<file path="src/rtl/sync_clk_ctrl.sv">
`timescale 1ns/1ps
module sync_clk_ctrl #(
  parameter int TRAIN_CYC  = 127,
  parameter int LOSS_TICKS = 8,
  parameter int LOCK_EDGES = 4
) (
  input  logic clk,
  input  logic rst_n,
  input  logic shdn_n,
  input  logic osc_tick,
  input  logic synci,
  output logic mclk,
  output logic synco,
  output logic ref_o,
  output logic mod_o,
  output logic ext_sel
);
  localparam int PEND = 2 + 2 * TRAIN_CYC;
  localparam int PW   = $clog2(PEND + 1);
  localparam int LW   = $clog2(LOSS_TICKS + 1);
  localparam int EW   = $clog2(LOCK_EDGES + 1);
  localparam logic [PW-1:0] PEND_V = PW'(PEND);
  localparam logic [PW-1:0] REF_V  = PW'(2);
  localparam logic [LW-1:0] LOSS_V = LW'(LOSS_TICKS);
  localparam logic [EW-1:0] LOCK_V = EW'(LOCK_EDGES);

  logic          int_clk, synci_q;
  logic [PW-1:0] pcnt;
  logic [LW-1:0] gap;
  logic [EW-1:0] ecnt;

  wire edge_seen = synci ^ synci_q;
  wire lost      = (gap == LOSS_V);
  wire present   = (ecnt == LOCK_V) && !lost;
  wire fresh     = (ecnt != '0) && !lost;

  assign ref_o = (pcnt >= REF_V);
  assign mod_o = (pcnt == PEND_V);
  assign mclk  = ext_sel ? synci_q : int_clk;
  assign synco = mod_o ? (ext_sel ? synci_q : (fresh & int_clk))
                       : (ref_o & int_clk);

  always_ff @(posedge clk or negedge rst_n) begin
    if (!rst_n) begin
      int_clk <= 1'b0;
      synci_q <= 1'b0;
      pcnt    <= '0;
      gap     <= LOSS_V;
      ecnt    <= '0;
      ext_sel <= 1'b0;
    end else if (!shdn_n) begin
      int_clk <= 1'b0;
      synci_q <= 1'b0;
      pcnt    <= '0;
      gap     <= LOSS_V;
      ecnt    <= '0;
      ext_sel <= 1'b0;
    end else begin
      synci_q <= synci;
      if (osc_tick) int_clk <= ~int_clk;
      if (osc_tick && !mod_o) pcnt <= pcnt + PW'(1);
      if (edge_seen) begin
        gap <= '0;
        if (lost)                ecnt <= EW'(1);
        else if (ecnt != LOCK_V) ecnt <= ecnt + EW'(1);
      end else if (osc_tick && !lost) begin
        gap <= gap + LW'(1);
      end
      if (!mclk) ext_sel <= mod_o && present;
    end
  end

  assert_shdn_quiet_R1: assert property (@(posedge clk) disable iff (!rst_n)
    !shdn_n |=> (!ref_o && !mod_o && !synco && !ext_sel && !mclk));

  assert_ref_on_tick_R2: assert property (@(posedge clk) disable iff (!rst_n)
    $rose(ref_o) |-> $past(osc_tick));

  assert_mod_needs_ref_R3: assert property (@(posedge clk) disable iff (!rst_n)
    mod_o |-> ref_o);

  assert_ext_after_training_R6: assert property (@(posedge clk) disable iff (!rst_n)
    ext_sel |-> mod_o);

  assert_switch_when_low_R9: assert property (@(posedge clk) disable iff (!rst_n)
    ($past(shdn_n) && (ext_sel != $past(ext_sel))) |-> !$past(mclk));
endmodule

</file>
<file path="config.mk">
export PLATFORM = sky130hd
export DESIGN_NAME = sync_clk_ctrl
export DESIGN_NICKNAME = d
export VERILOG_FILES = /design/src/rtl/sync_clk_ctrl.sv
export SDC_FILE = /design/constraint.sdc
export NUM_CORES = 1
export LEC_CHECK = 0
export BUFFER_PORTS_ARGS = -buffer_cell sky130_fd_sc_hd__buf_2
export CAP_MARGIN = 20
export CORE_ASPECT_RATIO = 0.7
export CORE_MARGIN = 2
export CORE_UTILIZATION = 45
export CTS_CLUSTER_SIZE = 30
export DETAILED_ROUTE_END_ITERATION = 16
export PLACE_DENSITY = 0.72
export SYNTH_ARGS = -nofsm -noshare
export SYNTH_HDL_FRONTEND = slang
export SYNTH_SLANG_ARGS = --single-unit
</file>
<file path="constraint.sdc">
create_clock -name clk -period 1.78 [get_ports clk]
set_input_delay 0.267 -clock clk [delete_from_list [all_inputs] [get_ports clk]]
set_output_delay 0.267 -clock clk [all_outputs]
set_load 0.01 [all_outputs]
</file>
==> impl_metrics.toml <==
[cells_and_area]
layout-drive-gt1-share = 0.2899
areaGrowthSynthToFinish_pct = 23.10
diodes = 0
fillCellCount = 200
multiInputGateArea_um2 = 630.6
final_nets = 151
fin_util = 0.5700
ff_latch_area_um2 = 476.7

[setup_path]
worst-path-max-fanout = 2
cp.required_ps = 1510
path_class = "reg2out"
end_kind = "output port"
timing.rr.end = "pcnt[0]"
rrSetupSlack_ps = 10
reg2reg_depth = 5
crit_arrival_ps = 1960
critPathLaunchType = "flip-flop"
r2r_start = "pcnt[6]"

[logic_synthesis]
synthCells = 114
synth_area_leaders = "dfrtp_1 (40%), ha_1 (7.8%), xnor2_1 (7.8%)"
yosysWarnings = 0
synth_compound_area_frac = 0.1038
synthXorXnorAreaFrac = 0.09375
synth_flop_cell = "dfrtp_1"
yosysTopAreaCell = "dfrtp_1"
synth_area_per_cell_um2 = 9.834
synth_nets = 126
ys_seq_area_frac = 0.4252
yosys.area_share.adder = 0.07813
synth_top_family_by_area = "simple AND/OR/NAND/NOR gates"
ys_ff_latch = 19
yosys.cell_types.count = 31
syn-cell-area_mm2 = 0.001121
synth-edff-count = 0
yosysTopAreaCellShare = 0.4018
synthSimpleGateAreaFrac = 0.2522
synth_mux_area_frac = 0.008929
async_reset_ff_frac = 1.000

[pwr]
p_leak_uw = 0.0006343
power_frac_comb = 0.200
clockPowerShare = 0.253
seq_power_share = 0.548
irDropWorstVdd_v = 0.0003167
p_sw_uw = 240.8
p_per_area_mw_per_mm2 = 620.0
swShare = 0.2814
power.internal_uw = 614.9

[grt]
grt_usage = 0.1754
overflow = 0
grt_max_degree = 20
grt_pass1_wl_um = 3788
antenna_found_initial = 0
grt_pass1_vias = 850

[timing]
slew_headroom = 0.7214
hold_viol = 0
finalSetupViolCount = 3
fmax_ghz = 0.4481
fin_crit_ps = 2232
fin_hold_ws_ps = 202.3
worstMarginPinSlew_ps = 418.0
fin_ws_ps = -451.8
rsz0062_at_grt = "true"
finalMaxSlewViolations = 0
post-route-period-util = 1.254
skew_ps = 5.179
tns_ps = -1096

[cts]
cts_buffer_depth = 2
clock-sinks = 19
path_clk_slew_ps = 110
cts_max_level = 1
cts_buffers = 3
cts_tree = "built"
clock_latency_ps = 300
clockRootBuffer = "clkbuf_4"

[placement]
portBuffers = 9
gp_congestion = 0.7961
hpwlAfterDp_um = 1599

[outcome]
violations = "negative setup slack"
status = "finished with violations"

[die]
die_y_um = 45.76
start_util = 0.4630
die_w_um = 63.66
core-area_mm2 = 0.002421
num_io_pins = 10
num_rows = 15
die-area_mm2 = 0.002913

[routing]
drc = 0
ant_nets = 0
via_per_inst = 5.006
drtIter0Drc = 13
wire_per_inst_um = 13.47
drt_first_pass_iters = 6
vias = 861
wl_um = 2317

[hold_path]
min_to = "synci_q"
hold_depth = 2
hold_class = "in2reg"
min_from = "synci"

[job]
cap_viol_max_count = 0
==> flip-flops by register name (all words and copies together) (netlist names) <==
register / cells
ecnt: 3
ext_sel: 1
gap: 4
int_clk: 1
pcnt: 9
synci_q: 1
==> placed cells by master, fill, tap and decap left out, types with 3 or more instances in the layout <==
cell,n
dfrtp_1,18
ha_1,6
nand4_1,3
nand2_1,12
buf_6,3
inv_1,6
clkbuf_4,3
buf_4,13
xnor2_1,10
buf_2,7
a21oi_1,6
nand3_1,9
and2_1,10
==> final cells by class <==
| cell class | instances | share of cell area |
|---|---|---|
| Clock buffer | 3 | 0.01632 |
| Multi-Input combinational cell | 84 | 0.4569 |
| Clock inverter | 1 | 0.003626 |
| Sequential cell | 19 | 0.3454 |
| Tap cell | 34 | 0.03083 |
| Inverter | 7 | 0.01904 |
| Timing Repair Buffer | 24 | 0.1278 |
==> per-layer routing <==
layer,track usage,vias to the layer above,wire (um)
li1,-,435,-
met2,0.2758,14,1071
met4,0.05217,0,21
met3,0.05198,2,74
met5,0,-,0
met1,0.2383,410,1151
==> stage by stage <==
step	worst slack (ps)	instance area [um2]	power, uW	cells
floorplan	-48.76	1131	567.5	114
global placement	-82.76	1285	614.3	164
detailed placement	-115.5	1285	621.7	164
CTS	-459.2	1356	863.9	171
global route	-550.5	1380	907.9	172
finish	-451.8	1380	855.7	172
==> synthesized netlist by cell type, types with 2 or more instances <==
master,instances
and2_1,10
nor2_1,2
nand3_1,9
dfrtp_1,18
a21boi_0,2
inv_1,7
xnor2_1,10
o21ai_0,2
xor2_1,2
nand4_1,3
ha_1,7
a21oi_1,6
nand2_1,14
nand3b_1,2
and3_1,2
clkbuf_1,3
==> cells by family (layout without fill, tap and decap cells) <==
family / after synthesis / count (layout)
AND/OR/NAND/NOR: 49 / 49
XOR/XNOR: 12 / 12
AO/OA/AOI/OAI: 15 / 15
multiplexers: 1 / 1
buffers and inverters: 11 / 35
adder cells (fa/ha/maj): 7 / 7
flip-flops: 19 / 19
==> repair_timing <==
action	in CTS	in global routing
hold buffers	1	0
gates resized for setup	5	4
setup endpoints to repair	4	6
pin swaps	1	0
setup buffers	2	1
endpoints found under the hold margin	18	0
==> critical path, stage by stage (launching register included) <==
cell and delay [ps]:
dfrtp_1 430, ha_4 160, or4_4 400, or3_4 390, nand2_2 70, mux2i_2 70, buf_2 150
==> power by group through the flow <==
stage	Sequential, uW	Combinational (uW)	Clock, uW
2_1_floorplan	474	94.0	0
3_3_place_gp	474	141	0
3_5_place_dp	475	147	0
4_1_cts	467	165	232
5_1_grt	471	190	247
6_report	469	171	216
==> worst max path at each step <==
stage	from	to	slack (ps)
finish	pcnt[1]	synco	-450
global route	pcnt[1]	synco	-550
detailed placement	pcnt[0]	synco	-120
floorplan	pcnt[5]	synco	-50
global placement	pcnt[0]	synco	-80
CTS	pcnt[0]	synco	-460
(Power assumes the default switching activity.)
